[config.mk]
export PLATFORM = sky130hd
export DESIGN_NAME = rename_stall_ctrl
export DESIGN_NICKNAME = d
export VERILOG_FILES = /design/src/rtl/rsc_pkg.sv /design/src/rtl/rsc_skid_fifo.sv /design/src/rtl/rsc_credit.sv /design/src/rtl/rename_stall_ctrl.sv
export SDC_FILE = /design/constraint.sdc
export NUM_CORES = 1
export LEC_CHECK = 0
export BUFFER_PORTS_ARGS = -buffer_cell sky130_fd_sc_hd__buf_2
export CAP_MARGIN = 20
export CORE_MARGIN = 10
export CORE_UTILIZATION = 40
export DETAILED_ROUTE_END_ITERATION = 8
export GPL_TIMING_DRIVEN = 1
export SETUP_SLACK_MARGIN = 0.15
export SLEW_MARGIN = 40
export SYNTH_ARGS = -nofsm -noshare
export SYNTH_HDL_FRONTEND = slang
export SYNTH_HIERARCHICAL = 1
export SYNTH_SLANG_ARGS = --single-unit
[constraint.sdc]
create_clock -name clk -period 8.3 [get_ports clk]
set_clock_uncertainty 0.05 [all_clocks]
set_input_delay 0 -clock clk [delete_from_list [all_inputs] [get_ports clk]]
set_output_delay 0 -clock clk [all_outputs]
set_load 0.01 [all_outputs]
[src/rtl/rsc_pkg.sv]
package rsc_pkg;
  typedef enum logic [1:0] {
    RSC_RUN = 2'd0,
    RSC_BLK = 2'd1,
    RSC_UNB = 2'd2,
    RSC_SQ  = 2'd3
  } rsc_state_e;
endpackage

[src/rtl/rsc_skid_fifo.sv]
module rsc_skid_fifo #(
  parameter int DEPTH = 4,
  parameter int DW    = 3,
  parameter int LW    = $clog2(DEPTH + 1)
) (
  input  logic          clk,
  input  logic          rst_n,
  input  logic          push,
  input  logic          pop,
  input  logic          flush,
  input  logic [DW-1:0] wdata,
  output logic [DW-1:0] head,
  output logic [LW-1:0] level
);
  localparam int PW = (DEPTH > 1) ? $clog2(DEPTH) : 1;

  logic [DW-1:0] mem_q [DEPTH];
  logic [PW-1:0] rd_q, wr_q, rd_nx, wr_nx;
  logic [LW-1:0] lvl_q, lvl_nx;
  logic          do_push, do_pop, ptr_en;

  always_comb begin
    do_pop  = pop && (lvl_q != '0);
    do_push = push && ((lvl_q != LW'(DEPTH)) || do_pop);
    rd_nx   = rd_q;
    wr_nx   = wr_q;
    lvl_nx  = lvl_q;
    if (flush) begin
      rd_nx  = '0;
      wr_nx  = '0;
      lvl_nx = '0;
    end else begin
      if (do_pop)
        rd_nx = (rd_q == PW'(DEPTH - 1)) ? '0 : rd_q + 1'b1;
      if (do_push)
        wr_nx = (wr_q == PW'(DEPTH - 1)) ? '0 : wr_q + 1'b1;
      lvl_nx = lvl_q + LW'(do_push) - LW'(do_pop);
    end
    ptr_en = flush || do_push || do_pop;
  end

  always_ff @(posedge clk or negedge rst_n) begin
    if (!rst_n) begin
      rd_q  <= '0;
      wr_q  <= '0;
      lvl_q <= '0;
    end else if (ptr_en) begin
      rd_q  <= rd_nx;
      wr_q  <= wr_nx;
      lvl_q <= lvl_nx;
    end
  end

  always_ff @(posedge clk) begin
    if (do_push && !flush)
      mem_q[wr_q] <= wdata;
  end

  assign head  = mem_q[rd_q];
  assign level = lvl_q;
endmodule

[src/rtl/rsc_credit.sv]
module rsc_credit #(
  parameter int WIDTH    = 4,
  parameter int FB_DELAY = 1,
  parameter int CRD_W    = 6,
  parameter int CNT_W    = 3
) (
  input  logic [CRD_W-1:0] rob_free,
  input  logic [CRD_W-1:0] iq_free,
  input  logic [CRD_W-1:0] preg_free,
  output logic [CNT_W-1:0] cap,
  output logic             cap_none,
  output logic             room_ok
);
  localparam int SW  = CRD_W + 2;
  localparam int PEN = WIDTH * FB_DELAY;

  logic signed [SW-1:0] rob_adj, iq_adj, lim;
  logic                 rob_pos, iq_pos;

  always_comb begin
    rob_adj  = $signed({2'b00, rob_free}) - $signed(SW'(PEN));
    iq_adj   = $signed({2'b00, iq_free}) - $signed(SW'(PEN));
    lim      = (rob_adj < iq_adj) ? rob_adj : iq_adj;
    cap_none = lim[SW-1] || (lim == '0);
    if (cap_none)
      cap = '0;
    else if (lim > $signed(SW'(WIDTH)))
      cap = CNT_W'(WIDTH);
    else
      cap = lim[CNT_W-1:0];
    rob_pos = !rob_adj[SW-1] && (rob_adj != '0);
    iq_pos  = !iq_adj[SW-1] && (iq_adj != '0);
    room_ok = rob_pos && iq_pos && (preg_free != '0);
  end
endmodule

[src/rtl/rename_stall_ctrl.sv]
module rename_stall_ctrl #(
  parameter int WIDTH      = 4,
  parameter int FB_DELAY   = 1,
  parameter int SKID_DEPTH = 4,
  parameter int CRD_W      = 6,
  parameter int CNT_W      = $clog2(WIDTH + 1),
  parameter int LVL_W      = $clog2(SKID_DEPTH + 1)
) (
  input  logic             clk,
  input  logic             rst_n,
  input  logic [CNT_W-1:0] dec_cnt,
  input  logic             exe_stall,
  input  logic             cmt_stall,
  input  logic             cmt_squash,
  input  logic             cmt_rob_squash,
  input  logic [CRD_W-1:0] rob_free,
  input  logic [CRD_W-1:0] iq_free,
  input  logic [CRD_W-1:0] preg_free,
  output logic [CNT_W-1:0] rn_cnt,
  output logic             rn_from_skid,
  output logic [CNT_W-1:0] rn_start,
  output logic             stall_up,
  output logic [1:0]       st_o,
  output logic [LVL_W-1:0] skid_level
);
  import rsc_pkg::*;

  rsc_state_e       st_q, st_nx;
  logic [CNT_W-1:0] idx_q, idx_nx, head_cnt, cap, avail;
  logic             idx_en, cap_none, room_ok;
  logic             push, pop, flush, squash_any, dec_nz, stall_in, run_mode;

  rsc_skid_fifo #(
    .DEPTH (SKID_DEPTH),
    .DW    (CNT_W),
    .LW    (LVL_W)
  ) u_skid (
    .clk   (clk),
    .rst_n (rst_n),
    .push  (push),
    .pop   (pop),
    .flush (flush),
    .wdata (dec_cnt),
    .head  (head_cnt),
    .level (skid_level)
  );

  rsc_credit #(
    .WIDTH    (WIDTH),
    .FB_DELAY (FB_DELAY),
    .CRD_W    (CRD_W),
    .CNT_W    (CNT_W)
  ) u_credit (
    .rob_free  (rob_free),
    .iq_free   (iq_free),
    .preg_free (preg_free),
    .cap       (cap),
    .cap_none  (cap_none),
    .room_ok   (room_ok)
  );

  always_comb begin
    squash_any   = cmt_squash || cmt_rob_squash;
    dec_nz       = (dec_cnt != '0);
    stall_in     = exe_stall || cmt_stall;
    run_mode     = (st_q != RSC_UNB);
    avail        = run_mode ? dec_cnt : (head_cnt - idx_q);
    st_nx        = st_q;
    idx_nx       = idx_q;
    idx_en       = 1'b0;
    push         = 1'b0;
    pop          = 1'b0;
    flush        = 1'b0;
    stall_up     = 1'b0;
    rn_cnt       = '0;
    rn_from_skid = 1'b0;
    rn_start     = '0;

    if (st_q == RSC_SQ && squash_any) begin
      flush  = 1'b1;
      idx_nx = '0;
      idx_en = 1'b1;
    end else if (st_q == RSC_BLK) begin
      stall_up = 1'b1;
      if (squash_any) begin
        st_nx  = RSC_SQ;
        flush  = 1'b1;
        idx_nx = '0;
        idx_en = 1'b1;
      end else begin
        push = dec_nz;
        if (!stall_in && room_ok)
          st_nx = (skid_level == '0 && !dec_nz) ? RSC_RUN : RSC_UNB;
      end
    end else if (squash_any) begin
      st_nx  = RSC_SQ;
      flush  = 1'b1;
      idx_nx = '0;
      idx_en = 1'b1;
    end else if (stall_in) begin
      st_nx    = RSC_BLK;
      push     = dec_nz;
      stall_up = 1'b1;
    end else if (run_mode && !dec_nz) begin
      st_nx = RSC_RUN;
    end else if (cap_none) begin
      st_nx    = RSC_BLK;
      push     = dec_nz;
      stall_up = 1'b1;
    end else if (cap < avail) begin
      rn_cnt       = cap;
      rn_from_skid = !run_mode;
      rn_start     = run_mode ? '0 : idx_q;
      idx_nx       = idx_q + cap;
      idx_en       = 1'b1;
      st_nx        = RSC_BLK;
      push         = dec_nz;
      stall_up     = 1'b1;
    end else begin
      rn_cnt       = avail;
      rn_from_skid = !run_mode;
      rn_start     = run_mode ? '0 : idx_q;
      idx_nx       = '0;
      idx_en       = 1'b1;
      if (run_mode) begin
        st_nx = RSC_RUN;
      end else begin
        pop  = 1'b1;
        push = dec_nz;
        if (skid_level == LVL_W'(1) && !dec_nz) begin
          st_nx = RSC_RUN;
        end else begin
          st_nx    = RSC_UNB;
          stall_up = 1'b1;
        end
      end
    end
  end

  always_ff @(posedge clk or negedge rst_n) begin
    if (!rst_n)
      st_q <= RSC_RUN;
    else
      st_q <= st_nx;
  end

  always_ff @(posedge clk or negedge rst_n) begin
    if (!rst_n)
      idx_q <= '0;
    else if (idx_en)
      idx_q <= idx_nx;
  end

  assign st_o = st_q;
endmodule

======== Word-level counts from Yosys, hierarchy flattened ========
Memory sizes are Yosys's and may differ from the RTL's.
Index checks and enable logic that the tools add are counted.
word-level totals
  memory bits (read-only) ................. 0
  word-level logic and storage cells ...... 153
  memory bits (writable) .................. 12
  register bits after elaboration ......... 12
  memories ................................ 1
  output and inout port bits .............. 13
  bits in latches ......................... 0
  input port bits ......................... 27
memory list
  name          words  width  read ports  clocked after Yosys merged registers in  write ports  RTL line             text
  u_skid.mem_q  4      3      1           0                                        1            rsc_skid_fifo.sv:17  logic [DW-1:0] mem_q [DEPTH];
cells by class
  equality and inequality tests ........... 12
  $add $sub $neg .......................... 8
  multipliers ............................. 0
  mux-type cells .......................... 86
  divide/modulo/power cells ............... 0
  bitwise operators ....................... 1
  $lt $le $gt $ge ......................... 3
  shift operators ......................... 0
  reductions and logical operators ........ 37
operators by type and width
  operator                                                                         number
  3-bit two-way mux                                                                26
  1-bit two-way mux                                                                42
  2-bit two-way mux                                                                17
  8-bit nonzero test                                                               2
  6-bit by 3-bit subtractor with 7-bit output, second input constant               2
  1-bit logical AND                                                                12
  3-bit != test, second input constant                                             3
  8-bit by 4-bit greater-than comparator with 1-bit output, second input constant  1
  8-bit zero test                                                                  1
  8-bit < comparator                                                               1
  8-bit two-way mux                                                                1
  2-bit equality test, second input constant                                       3
  1-bit zero test                                                                  6
  1-bit logical OR                                                                 6
  3-bit by 2-bit != test with 1-bit output, second input constant                  2
  2-bit AND reduction                                                              3
  3-bit nonzero test                                                               2
  6-bit nonzero test                                                               1
  5-bit AND reduction                                                              1
  2-bit by 1-bit adder with 2-bit output, second input constant                    2
  2-bit nonzero test                                                               2
  3-bit by 1-bit adder with 3-bit output                                           1
  3-bit adder                                                                      1
  3-bit by 1-bit equality test with 1-bit output, second input constant            1
  other kinds (8)                                                                  8

======== Longest topological paths before layout ========
Gate-level depths: netlist of the first run.
  depth in word-level cells ............... 20
  gate-level depth with buffers ........... 24
  depth with buffers taken out ............ 24

======== Cells and area by module ========
The synthesis of the first run kept the hierarchy.
by module, submodules not included
  module             seq. area each (um^2)  area an instance (um^2)  cells each  instances
  rsc_skid_fifo      535.5                  947.2                    70          1
  rename_stall_ctrl  125.1                  633.1                    79          1
  rsc_credit         0.0                    630.6                    85          1

======== Worst setup path before layout of the first run ========
No wires, ideal clock.
  path type ............................... input to register
  from .................................... in rob_free[2]
  to ...................................... reg u_skid.lvl_q[2], in the netlist u_skid/level[2]
  library setup time ...................... 0.094 ns
  arrival ................................. 4.937 ns
  slack ................................... 3.219 ns
  buffers on the path ..................... 0
  data required time ...................... 8.156 ns
  stages .................................. 24
  path through ............................ inv_1 > ha_1 > xnor2_1 > inv_1 > ha_1 > and3_4 > and2_1 > a211o_1 > mux2_4 > nor4_2 > ha_1 > nor3_1 > a211o_1 > nor3_1 > or4b_4 > nand2_1 > ha_1 > inv_1 > ha_1 > inv_1 > fa_1 > xor2_1 > nor4b_1 > a211oi_1
on the way
  longest elaborated chain between the ends .. 20
  elaborated cells on any way between the ends .. 31
  those cells by class .................... 3 x add/sub; 3 x order compare; 18 x mux; 7 x reduce/logical
RTL lines
  element                                                                                             RTL line                            text
  start, declared                                                                                     rename_stall_ctrl.sv:16             input logic [CRD_W-1:0] rob_free,
  6-bit by 3-bit subtractor with 7-bit output *                                                       rsc_credit.sv:21                    rob_adj = $signed({2'b00, rob_free}) - $signed(SW'(PEN));
  8-bit < comparator                                                                                  rsc_credit.sv:23                    lim = (rob_adj < iq_adj) ? rob_adj : iq_adj;
  8-bit two-way mux *                                                                                 rsc_credit.sv:23
  8-bit by 4-bit greater-than comparator with 1-bit output / 8-bit zero test (equally long branches)  rsc_credit.sv:27, rsc_credit.sv:24
  3-bit two-way mux / 1-bit logical OR (equally long branches)                                        rsc_credit.sv:27, rsc_credit.sv:24
  3-bit two-way mux *                                                                                 rsc_credit.sv:25                    if (cap_none)
  net cap[1]                                                                                          rename_stall_ctrl.sv:29             logic [CNT_W-1:0] idx_q, idx_nx, head_cnt, cap, avail;
  3-bit < comparator *                                                                                rename_stall_ctrl.sv:110            end else if (cap < avail) begin
  (+6 left out)                                                                                       n/a
  1-bit two-way mux *                                                                                 rename_stall_ctrl.sv:79             if (st_q == RSC_SQ && squash_any) begin
  net pop                                                                                             rename_stall_ctrl.sv:31             logic push, pop, flush, squash_any, dec_nz, stall_in, run_mode;
  1-bit logical AND *                                                                                 rsc_skid_fifo.sv:23                 do_pop = pop && (lvl_q != '0);
  1-bit logical OR                                                                                    rsc_skid_fifo.sv:24                 do_push = push && ((lvl_q != LW'(DEPTH)) || do_pop);
  1-bit logical AND                                                                                   rsc_skid_fifo.sv:24
  3-bit by 1-bit adder with 3-bit output                                                              rsc_skid_fifo.sv:37                 lvl_nx = lvl_q + LW'(do_push) - LW'(do_pop);
  3-bit by 1-bit subtractor with 3-bit output                                                         rsc_skid_fifo.sv:37
  3-bit two-way mux                                                                                   rsc_skid_fifo.sv:28                 if (flush) begin
  end signal, assigned                                                                                rsc_skid_fifo.sv:50                 lvl_q <= lvl_nx;
  end, declared                                                                                       rsc_skid_fifo.sv:19                 logic [LW-1:0] lvl_q, lvl_nx;
Mark *: on every way through the listed nets, which the timed path passes. The rest lies on a longest branch.
A chain may end at the register's enable or synchronous reset.

======== Final worst setup path of the first run ========
  from .................................... in iq_free[2]
  to ...................................... reg u_skid.lvl_q[2], in the netlist u_skid/level[2]
on the way
  longest elaborated chain between the ends .. 20
  elaborated cells on any way between the ends .. 31
  those cells by class .................... 3 x add/sub; 3 x order compare; 18 x mux; 7 x reduce/logical
RTL lines
  element                                                                                             RTL line                            text
  start, declared                                                                                     rename_stall_ctrl.sv:17             input logic [CRD_W-1:0] iq_free,
  6-bit by 3-bit subtractor with 7-bit output *                                                       rsc_credit.sv:22                    iq_adj = $signed({2'b00, iq_free}) - $signed(SW'(PEN));
  8-bit < comparator                                                                                  rsc_credit.sv:23
  8-bit two-way mux *                                                                                 rsc_credit.sv:23
  8-bit by 4-bit greater-than comparator with 1-bit output / 8-bit zero test (equally long branches)  rsc_credit.sv:27, rsc_credit.sv:24
  3-bit two-way mux / 1-bit logical OR (equally long branches)                                        rsc_credit.sv:27, rsc_credit.sv:24
  3-bit two-way mux *                                                                                 rsc_credit.sv:25
  net cap[1]                                                                                          rename_stall_ctrl.sv:29
  3-bit < comparator *                                                                                rename_stall_ctrl.sv:110
  (+6 left out)                                                                                       n/a
  1-bit two-way mux *                                                                                 rename_stall_ctrl.sv:79
  net pop                                                                                             rename_stall_ctrl.sv:31
  1-bit logical AND *                                                                                 rsc_skid_fifo.sv:23
  1-bit logical OR                                                                                    rsc_skid_fifo.sv:24
  1-bit logical AND                                                                                   rsc_skid_fifo.sv:24
  3-bit by 1-bit adder with 3-bit output                                                              rsc_skid_fifo.sv:37
  3-bit by 1-bit subtractor with 3-bit output                                                         rsc_skid_fifo.sv:37
  3-bit two-way mux                                                                                   rsc_skid_fifo.sv:28
Marks and branches as above.

==> impl_results.md, run 1 <==
- Outcome: finished, final reports clean
- Hold endpoint: st_o[0]$_DFFE_PN0P_
- FF-to-FF path depth: 21
- Vias in the first global route: roughly 1900
- Vias per cell: 5.35
- Max VDD drop: 90.2 uV
- Min-delay src: cmt_squash
- Synth top area cells: edfxtp_1 16%, dfrtp_1 14%, ha_1 12%
- Max incr delay on CP: 530 ps
- NumNets Final: approximately 330
- Fraction of registers with async set/reset: approximately 50%
- Total GRT Usage: a little under an eighth
- Initial Utilization: around two fifths
- Via Count: about 1900
- Postcts setup bufs: 0
- Reg clk slew, reported paths: roughly 80 ps
- Number of flops mapped to enable cells by yosys: 12
- Setup tns final: 0 ps
- Clock tree sinks: 24
- Critical Path Most Common Cell: ha_1
- GRT Residual Overflow: 0
- Post-layout utilization of the core: ~47%
- Reg2reg setup slack: between 3000 and 4000 ps
- Max Root-Sink Buffers: 2
- Dominant cell type by area after synthesis: edfxtp_1
- Unrepaired setup endpoints after global routing: no
- Boundary pin count: 40
- DR iter-0 viols: 48
- Reg2reg start: u_skid/rd_q[0]$_DFFE_PN0P_
- Slowest CP cell: or4b_4
- Register bit total from synthesis: 24
- Pin count of the biggest net entering global routing: 14
- Synth warn: 6
- First-pass GRT wire length: about 8700 um
- Period minus WS final: around 5500 ps
- Slew @ Worst Pin: 657 ps
- Dpl cells: around 340
- Final wirelength: roughly 5200 um
- Hold Path Stages: 3
- Post-Synthesis Cell Area: roughly 2200 um2
- Detail Route Antenna Nets: 0
- Compound-gate portion of the synthesized area: roughly 15%
- Synthesis-to-finish area growth: 16.8%
- IO buf count: 39
- Die width: between 90 and 100 um
- Post-Synthesis Cells: between 200 and 250
- Initial antenna violation count: 0
- Post-DP HPWL: 4300 um
- Hold WS: ~40 ps
- Mapped Nets: 285
- Die Y: 94.3 um
- Crit share post-route: 66.4%
- Share of cells above drive strength 1: 21.4%
- Main synth FF type: edfxtp_1
- Mux cell area share after synthesis: around 6.6%
- GP Congestion: about 0.84
- TritonCTS buffer count: 3
- Kind of critical path: in -> reg
- Wire per inst: 14.9 um
- Worst path required time: ~8400 ps
- Distinct cells, synth: between 60 and 70
- Diode count: 0
- Leak Pwr: ~1.1 nW
- HP Class: in -> reg
- Seq/Total Area, Yosys: 29.9%
- Die area: 8900 um2
- Max-cap violation count: 0
- Fmax: about 0.18 GHz
- Drt first pass iters: 4
- Fin. Hold Viols: 0
- XOR/XNOR share of the synthesized area: ~4.4%
- # rows: 27
- Most instantiated cells after synthesis: 21 x ha_1, 21 x inv_1, 19 x nand2_1
- Core outline area: around 5400 um2
- Synth Area in Simple Gates: 24.1%
- Post-synthesis adder-cell area fraction: between 15 and 20%
- Final setup vio count: 0
- Cell Pwr Density: between 100 and 150 nW/um2
- CTS tree: done
- Slew HR: a little under three fifths
- CP endpoint kind: register
- CP Launch Type: input port
- Synthesized area per cell: between 9 and 10 um2
- DR DRC count: 0
- R2r endpoint: u_skid/level[2]$_DFFE_PN0P_
- Worst endpoint data arrival time: between 5000 and 6000 ps
- Post-Layout Cell Count: between 300 and 400
- Pwr Total: 0.287 mW
- Worst-Skew Late Latency: 260 ps
- Critical path fanouts, max: 7
- H-Tree Depth: 1
- Clk root buf: clkbuf_8
- Top cell type's share of synthesized area: ~16%
- Largest family of logic cells by synthesized area: simple AND/OR/NAND/NOR gates
- Max-slew violation count: 0
timing repair:
action	CTS	global route
gates resized for setup	0	0
hold endpoints to repair	25	0
hold buffers	6	0
critical path, delay by kind of cell:
family                     cells  cell delay, ps
AOI/OAI and AO/OA              4             800
xor gates and xnor gates       1             180
adders and majority gates      6            1660
buffers and inverters          5             420
muxes                          1             330
and+or+nand+nor                8            2190
metrics by stage:
stage                     instance area (um2)  setup slack, ps
after global placement                   2480             2630
after floorplan                          2210             3220
after detailed placement                 2480             2510
final                                    2580             2790
after CTS                                2580             2760
after global routing                     2580             2260
power breakdown:
part           total [mW]  switching [mW]  internal [mW]
clock network      0.0673          0.0343         0.0330
registers           0.127         0.00128          0.126
logic              0.0922          0.0541         0.0381
logic make-up after synthesis:
group / Yosys count
adder cells (fa/ha/maj): 25
flip-flops: 24
AO/OA/AOI/OAI: 47
XOR/XNOR: 11
buffers and inverters: 25
multiplexers: 9
AND/OR/NAND/NOR: 93
cells in the final DEF, fill, tap and decap left out, types with 2 or more instances in the layout:
master	n
a211oi_1	6
o21ai_0	4
nand2b_1	2
o31ai_1	2
clkbuf_8	3
a21oi_1	12
nor3b_1	4
nand2_1	19
nor2b_1	2
mux2i_1	4
o211ai_1	4
and2_1	11
xnor2_1	7
dlygate4sd3_1	6
fa_1	3
o21bai_1	2
xor2_1	4
edfxtp_1	12
nor4_2	2
buf_2	39
or4_1	3
nor3_1	12
dfrtp_1	12
ha_1	21
nand3_1	7
nor2_1	17
inv_1	21
mux4_2	3
a211o_1	2
o2111ai_1	2
worst max path at each step:
stage	startpoint	endpoint	slack, ps
final	iq_free[2]	u_skid/level[2]$_DFFE_PN0P_	2790
after global routing	iq_free[2]	u_skid/level[2]$_DFFE_PN0P_	2260
after CTS	iq_free[2]	u_skid/level[2]$_DFFE_PN0P_	2760
after detailed placement	iq_free[2]	u_skid/level[2]$_DFFE_PN0P_	2510
after global placement	iq_free[2]	u_skid/level[2]$_DFFE_PN0P_	2630
after floorplan	rob_free[2]	u_skid/level[2]$_DFFE_PN0P_	3220
per-layer routing:
| layer | vias up | wire length, um | track usage [%] |
|---|---|---|---|
| li1 | 951 | - | - |
| met1 | 893 | 2140 | 13.0 |
| met2 | 30 | 2790 | 22.0 |
| met3 | 8 | 202 | 2.06 |
| met4 | 0 | 113 | 4.56 |
| met5 | - | 0 | 0 |
state kept, by name (all words and copies together), names as in the netlist:
register and count:
u_skid/wr_q 2, u_skid/level 3, st_o 2, u_skid/mem_q 12, u_skid/rd_q 2, idx_q 3
final cells by class:
cell class	instances	area, um2
Timing Repair Buffer	45	255
Clock buffer	3	41.3
Sequential cell	24	661
Clock inverter	1	3.75
Inverter	22	82.6
Fill cell	518	2860
Tap cell	72	90.1
Multi-Input combinational cell	185	1450
No activity file was read; power rests on OpenSTA's default activity.
==> run 2: changes to the inputs <==
==> constraint.sdc (replaced) <==
create_clock -name clk -period 5.4 [get_ports clk]
set_clock_uncertainty 0.05 [all_clocks]
set_input_delay 0 -clock clk [delete_from_list [all_inputs] [get_ports clk]]
set_output_delay 0 -clock clk [all_outputs]
set_load 0.01 [all_outputs]
==> run 2 against run 1 <==
Against the previous run:
- count of clock-buffer cells in the layout unchanged
- final area up 5.8%
- final cell count up 2.8%
- highest routed layer unchanged
==> impl_results.md, run 2 (synthesis results as in run 1) <==
- Outcome: finished, final reports clean (unchanged)
- Via Count: 1899 (was 1882)
- # rows: 27 (unchanged)
- Worst path required time: 5490 ps (was 8390 ps)
- Dpl cells: 352 (was 342)
- Number of flip-flops in the largest register: 12 (unchanged)
- Unrepaired setup endpoints after global routing: no (unchanged)
- Max-cap violation count: 0 (unchanged)
- CP endpoint kind: register (unchanged)
- Slew HR: 67.3% (was 55.7%)
- Most frequent cells in the layout: 39 x buf_2, 21 x inv_1, 21 x ha_1 (unchanged)
- Boundary pin count: 40 (unchanged)
- Crit share post-route: 90.7%
- Wire per inst: 14.7 um (was 14.9 um)
- Pin count of the biggest net entering global routing: 15 (was 14)
- Share of cells above drive strength 1: 27.2% (was 21.4%)
- Die width: 94.3 um (unchanged)
- Initial Utilization: 40.6% (unchanged)
- DP Worst Slack: 82.8 ps (was 2510 ps)
- Initial antenna violation count: 0 (unchanged)
- Met3 Use GR: 2.06% (unchanged)
- CP top delay family: simple AND/OR/NAND/NOR gates (unchanged)
- Max VDD drop: 193 uV (was 90.2 uV)
- CP Launch Type: input port (unchanged)
- Worst-Skew Late Latency: 260 ps (about the same)
- Max incr delay on CP: 510 ps (was 530 ps)
- Period minus WS final: slightly below 5000 ps
- Leak Pwr: 1.18 nW (was 1.10 nW)
- DR iter-0 viols: 70 (was 48)
- Vias in the first global route: 1952 (was 1903)
- Max Root-Sink Buffers: 2 (unchanged)
- First-pass GRT wire length: 8800 um (was 8700 um)
- Hold WS: 35.2 ps (was 40.6 ps)
- Met1 Usage GRT: 12.7% (was 13.0%)
- WP buf/inv: 5 (unchanged)
- Die Y: 94.3 um (unchanged)
- Fin. Hold Viols: 0 (unchanged)
- CTS tree: done (unchanged)
- Die area: 8900 um2 (unchanged)
- Post-DP HPWL: 4320 um (was 4300 um)
- GP Congestion: 0.810 (was 0.837)
- Critical Path Most Common Cell: ha_1 (unchanged)
- Post-route cell area: 2730 um2 (was 2580 um2)
- GRT Residual Overflow: 0 (unchanged)
- Most common cell after layout, fill and taps aside: buf_2 (unchanged)
- Total GRT Usage: 11.8% (about the same)
- Pwr Total: 0.512 mW (was 0.287 mW)
- Clk root buf: clkbuf_8 (unchanged)
- H-Tree Depth: 1 (unchanged)
- Detail Route Antenna Nets: 0 (unchanged)
- GR peak layer: met2 (unchanged)
- Final wirelength: 5330 um (was 5240 um)
- GRT met2 Usage: 22.9% (was 22.0%)
- Postcts setup bufs: 0 (unchanged)
- Cell Pwr Density: 187 nW/um2 (was 111 nW/um2)
- TritonCTS buffer count: 3 (unchanged)
- Final setup vio count: 0 (unchanged)
- Biggest register: u_skid/mem_q (unchanged)
- Critical path fanouts, max: 4 (was 7)
- Worst endpoint data arrival time: 4990 ps (was 5600 ps)
- Post-DP Area: 2550 um2 (was 2480 um2)
- Reg clk slew, reported paths: 80 ps (about the same)
- Drt first pass iters: 4 (unchanged)
- Kind of critical path: in -> reg (unchanged)
- Post-layout utilization of the core: 50.2% (was 47.5%)
- Vias per cell: 5.25 (was 5.35)
- Slowest CP cell: or4b_4 (unchanged)
- HP Class: in -> reg (unchanged)
- Max-slew violation count: 0 (unchanged)
- Clock tree sinks: 24 (unchanged)
- Synthesis-to-finish area growth: 23.5% (was 16.8%)
- IO buf count: 39 (unchanged)
- Setup tns final: 0 ps (unchanged)
- Diode count: 0 (unchanged)
- Final setup margin: 504 ps (was 2790 ps)
- NumNets Final: 342 (was 332)
- Slew @ Worst Pin: 489 ps (was 657 ps)
- Post-Layout Cell Count: 362 (was 352)
- DR DRC count: 0 (unchanged)
- Fmax: ~0.20 GHz
- Core outline area: 5440 um2 (unchanged)
==> run 2: timing repair <==
item	CTS	global route
gates resized for setup	0	9
endpoints found under the setup margin	0	2
hold endpoints to repair	25	0
hold buffers	6	0
==> run 2: final timing paths <==
kind | from | end | slack, ps | cells past startpoint
setup reg to reg | u_skid/rd_q[0]$_DFFE_PN0P_ | u_skid/level[2]$_DFFE_PN0P_ | 510 | 22
setup / recovery | rob_free[2] | u_skid/level[2]$_DFFE_PN0P_ | 500 | 25
hold / removal | cmt_squash | st_o[0]$_DFFE_PN0P_ | 40 | 3
hold reg to reg | idx_q[1]$_DFFE_PN0P_ | idx_q[1]$_DFFE_PN0P_ | 540 | 2
min in group asynchronous | rst_n | u_skid/wr_q[0]$_DFFE_PN0P_ | 90 | 2
max in group asynchronous | rst_n | u_skid/rd_q[0]$_DFFE_PN0P_ | 4980 | 2
==> run 2: layout make-up <==
class | count | area (um2)
fill | 533 | 2710
multi-input combinational | 185 | 1500
sequential | 24 | 662
timing repair buffer | 55 | 330
tap | 72 | 90.1
inverter | 22 | 82.6
clock buffer | 3 | 41.3
clock inverter | 1 | 30.0
==> run 2: layer usage <==
metal / share of wire, % / wire length [um] / vias up
li1: - / - / 974
met4: 0.83 / 44 / 0
met2: 54 / 2860 / 20
met3: 3.7 / 198 / 4
met1: 42 / 2230 / 901
met5: 0 / 0 / -
==> run 2: worst register-to-register path, stage by stage (launching register included) <==
cell and delay [ps]:
dfrtp_2 450, mux4_2 510, inv_1 70, ha_1 140
inv_1 50, fa_1 370, xor2_1 170, xnor2_1 130
mux2i_1 110, ha_1 250, nor3_1 300, a211o_1 200
nor3_1 60, or4b_4 510, nand2_1 90, ha_1 220
inv_1 60, ha_1 130, inv_1 50, fa_1 370
xor2_1 160, nor4b_1 250, a211oi_1 80
==> run 2: report_power, final <==
group          leakage [nW]  internal, mW  switching [mW]
clock                0.0357        0.0990          0.0561
sequential            0.265         0.194         0.00196
combinational         0.876        0.0712          0.0894
==> run 3: changes to the inputs <==
--- a/config.mk
+++ b/config.mk
@@ -15,5 +15,4 @@
 export SLEW_MARGIN = 40
 export SYNTH_ARGS = -nofsm -noshare
 export SYNTH_HDL_FRONTEND = slang
-export SYNTH_HIERARCHICAL = 1
 export SYNTH_SLANG_ARGS = --single-unit
==> constraint.sdc (replaced) <==
create_clock -name clk -period 4.4 [get_ports clk]
set_clock_uncertainty 0.05 [all_clocks]
set_input_delay 0 -clock clk [delete_from_list [all_inputs] [get_ports clk]]
set_output_delay 0 -clock clk [all_outputs]
set_load 0.01 [all_outputs]
==> run 3 against run 2 <==
Against the previous run:
- die area decreased by 1.6%
- non-clock buffer count increased by 6
- area after synthesis decreased by 2.0%
- core utilization increased by 4.0 points
- critical path depth decreased by 4
- worst setup slack got worse by 360 ps
- register-to-register slack got worse by 370 ps
- final cell count decreased by 1.9%
- critical path type is now reg -> reg
- largest cell class unchanged
- highest routed layer unchanged
==> impl_results.md, run 3 <==
- Outcome: finished, final reports clean (unchanged)
- Die Y: 93.6 um (was 94.3 um)
- Via Count: 1862 (was 1899)
- Most frequent cells in the layout: 39 x buf_2, 20 x inv_1, 18 x nor2_1, 18 x nand2_1, 18 x buf_4 (was 39 x buf_2, 21 x inv_1, 21 x ha_1)
- Reg clk slew, reported paths: 90 ps (was 80 ps)
- HP Class: in -> async (was in -> reg)
- Boundary pin count: 40 (unchanged)
- Final setup vio count: 0 (unchanged)
- Crit path cell chain: mux4_2, inv_2, ha_1, inv_1, fa_2, xnor2_2, xnor2_1, nor2_1, a21oi_2, ha_2, or3_4, a31oi_4, nor4b_4, ha_1, inv_1, ha_1, inv_1, fa_2, xor2_2, o2111ai_2, a32oi_1
- H-Tree Depth: 1 (unchanged)
- Detail Route Antenna Nets: 0 (unchanged)
- Max incr delay on CP: 520 ps (was 510 ps)
- Most instantiated cells after synthesis: 21 x ha_1, 21 x inv_1, 18 x nand2_1, 18 x nor2_1 (was 21 x ha_1, 21 x inv_1, 19 x nand2_1)
- Post-Synthesis Cell Area: 2170 um2 (was 2210 um2)
- Fmax: 0.235 GHz
- Dpl cells: 346 (was 352)
- Post-Synthesis Cells: 224 (was 234)
- Distinct cells, synth: 57 (was 61)
- Post-DP Area: 2630 um2 (was 2550 um2)
- CP top delay family: adder cells (was simple AND/OR/NAND/NOR gates)
- Total GRT Usage: 13.1% (was 11.8%)
- Vias in the first global route: 1982 (was 1952)
- Critical path fanouts, max: 3 (was 4)
- Dominant cell type by area after synthesis: edfxtp_1 (unchanged)
- Crit share post-route: between 90 and 100%
- Synthesis-to-finish area growth: 29.4% (was 23.5%)
- WP buf/inv: 4 (was 5)
- Biggest register: u_skid.mem_q (was u_skid/mem_q)
- Die area: 8760 um2 (was 8900 um2)
- CTS tree: done (unchanged)
- Main synth FF type: edfxtp_1 (unchanged)
- Clk root buf: clkbuf_8 (unchanged)
- DR iter-0 viols: 84 (was 70)
- Period minus WS final: about 4300 ps
- CP endpoint kind: register (unchanged)
- Pin count of the biggest net entering global routing: 15 (unchanged)
- Die width: 93.6 um (was 94.3 um)
- Max Root-Sink Buffers: 2 (unchanged)
- Max VDD drop: 120 uV (was 193 uV)
- Initial Utilization: 41.9% (was 40.6%)
- Post-DP HPWL: 4500 um (was 4320 um)
- Slowest CP cell: mux4_2 (was or4b_4)
- GRT Residual Overflow: 0 (unchanged)
- Max-cap violation count: 0 (unchanged)
- Number of flip-flops in the largest register: 12 (unchanged)
- Vias per cell: 5.25 (about the same)
- GP Congestion: 0.839 (was 0.810)
- Cell Pwr Density: 237 nW/um2 (was 187 nW/um2)
- Kind of critical path: reg -> reg (was in -> reg)
- Final wirelength: 5490 um (was 5330 um)
- Drt first pass iters: 4 (unchanged)
- Leak Pwr: 1.23 nW (was 1.18 nW)
- Unrepaired setup endpoints after global routing: yes (was no)
- Post-route cell area: 2800 um2 (was 2730 um2)
- Max-slew violation count: 0 (unchanged)
- Top cell type's share of synthesized area: 16.6% (was 16.3%)
- Synth warn: 0 (was 6)
- Fin. Hold Viols: 0 (unchanged)
- IO buf count: 39 (unchanged)
- Initial antenna violation count: 0 (unchanged)
- TritonCTS buffer count: 3 (unchanged)
- Diode count: 0 (unchanged)
- Fraction of registers with async set/reset: 50.0% (unchanged)
- Worst path required time: 4540 ps (was 5490 ps)
- Register bit total from synthesis: 24 (unchanged)
- Slew @ Worst Pin: 381 ps (was 489 ps)
- CP Launch Type: register (was input port)
- Worst-Skew Late Latency: 270 ps (was 260 ps)
- Post-Layout Cell Count: 355 (was 362)
- Worst endpoint data arrival time: 4400 ps (was 4990 ps)
- Hold WS: 96.8 ps (was 35.2 ps)
- DR DRC count: 0 (unchanged)
- First-pass GRT wire length: 9490 um (was 8800 um)
- Seq/Total Area, Yosys: 30.5% (was 29.9%)
- Synth top area cells: edfxtp_1 17%, dfrtp_1 14%, ha_1 12% (was edfxtp_1 16%, dfrtp_1 14%, ha_1 12%)
- # rows: 26 (was 27)
- NumNets Final: 337 (was 342)
- Mapped Nets: 275 (was 285)
- Synthesized area per cell: 9.67 um2 (was 9.45 um2)
- Core outline area: 5170 um2 (was 5440 um2)
- Number of flops mapped to enable cells by yosys: 12 (unchanged)
- Most common cell after layout, fill and taps aside: buf_2 (unchanged)
- Slew HR: 74.3% (was 67.3%)
- Clock tree sinks: 24 (unchanged)
- Fillcell total: 465 (was 533)
- Wire per inst: 15.5 um (was 14.7 um)
- Share of cells above drive strength 1: 35.4% (was 27.2%)
## run 3: cell types whose count changed in the layout (fill, tap and decap cells not counted), moves of 4 or more
cell	change
and2_1	-5
or2_2	+4
a211oi_1	-4
a21oi_1	-8
ha_1	-4
buf_4	+8
## run 3: repair_timing
action                     in CTS  in global routing
hold endpoints to repair       24                  0
hold buffers                    4                  0
resized for setup               5                  4
setup endpoints to repair       1                  2
pin swaps                       8                  6
buffers inserted                1                  0
## run 3: area by class of cell
| cell class | instances | area, um2 | area share, % |
|---|---|---|---|
| inverter | 21 | 78.8 | 2.81 |
| timing repair buffer | 61 | 370 | 13.2 |
| clock buffer | 3 | 41.3 | 1.47 |
| sequential | 24 | 662 | 23.6 |
| clock inverter | 1 | 30.0 | 1.07 |
| multi-input combinational | 175 | 1530 | 54.7 |
| tap | 70 | 87.6 | 3.12 |
## run 3: through the flow
stage                     setup WS (ps)  setup TNS [ps]  total power, mW  utilization, %
after floorplan                     166               0            0.389               -
after global placement             26.6               0            0.453            50.9
after detailed placement          -50.6           -50.6            0.455            50.9
after CTS                           109               0            0.665            53.7
after global routing              -49.3           -49.3            0.703            54.2
final                               140               0            0.664            54.2
## run 3: cell families (layout without fill, tap and decap cells)
logic type      after synthesis  after routing  synth area share [%]
mux                          10             10                  6.76
simple gates                 90             90                  23.7
compound gates               40             40                  15.3
flops                        24             24                  30.5
xor+xnor                     11             11                  4.45
buf+inv                      25             86                  4.33
fa+ha+maj                    24             24                  14.9
## run 3: routing by layer
layer  vias to the layer above  global-route usage, %  part of all wire [%]
met4                         0                   3.04                  0.69
met5                         -                      0                     0
met3                         2                   2.64                   4.9
met2                        45                   20.3                    45
met1                       868                   18.2                    49
li1                        947                      -                     -
## run 3: final timing paths
check,startpoint,end,slack [ps],cells past startpoint
worst max-delay path,u_skid.rd_q[0]$_DFFE_PN0P_,u_skid.level[2]$_DFFE_PN0P_,140,21
worst min-delay path,rst_n,idx_q[1]$_DFFE_PN0P_,100,2
worst max register to register,u_skid.rd_q[0]$_DFFE_PN0P_,u_skid.level[2]$_DFFE_PN0P_,140,21
worst min register to register,idx_q[1]$_DFFE_PN0P_,idx_q[1]$_DFFE_PN0P_,460,1
max in group asynchronous,rst_n,u_skid.rd_q[0]$_DFFE_PN0P_,3930,2
min in group clk,cmt_rob_squash,st_o[1]$_DFFE_PN0P_,110,4
## run 3: report_power, final
group	leakage [nW]	total [mW]	internal, mW	switching, mW
clock network	0.0357	0.198	0.122	0.0759
logic	0.925	0.213	0.101	0.112
registers	0.264	0.254	0.245	0.00860
total	1.23	0.664	0.468	0.196
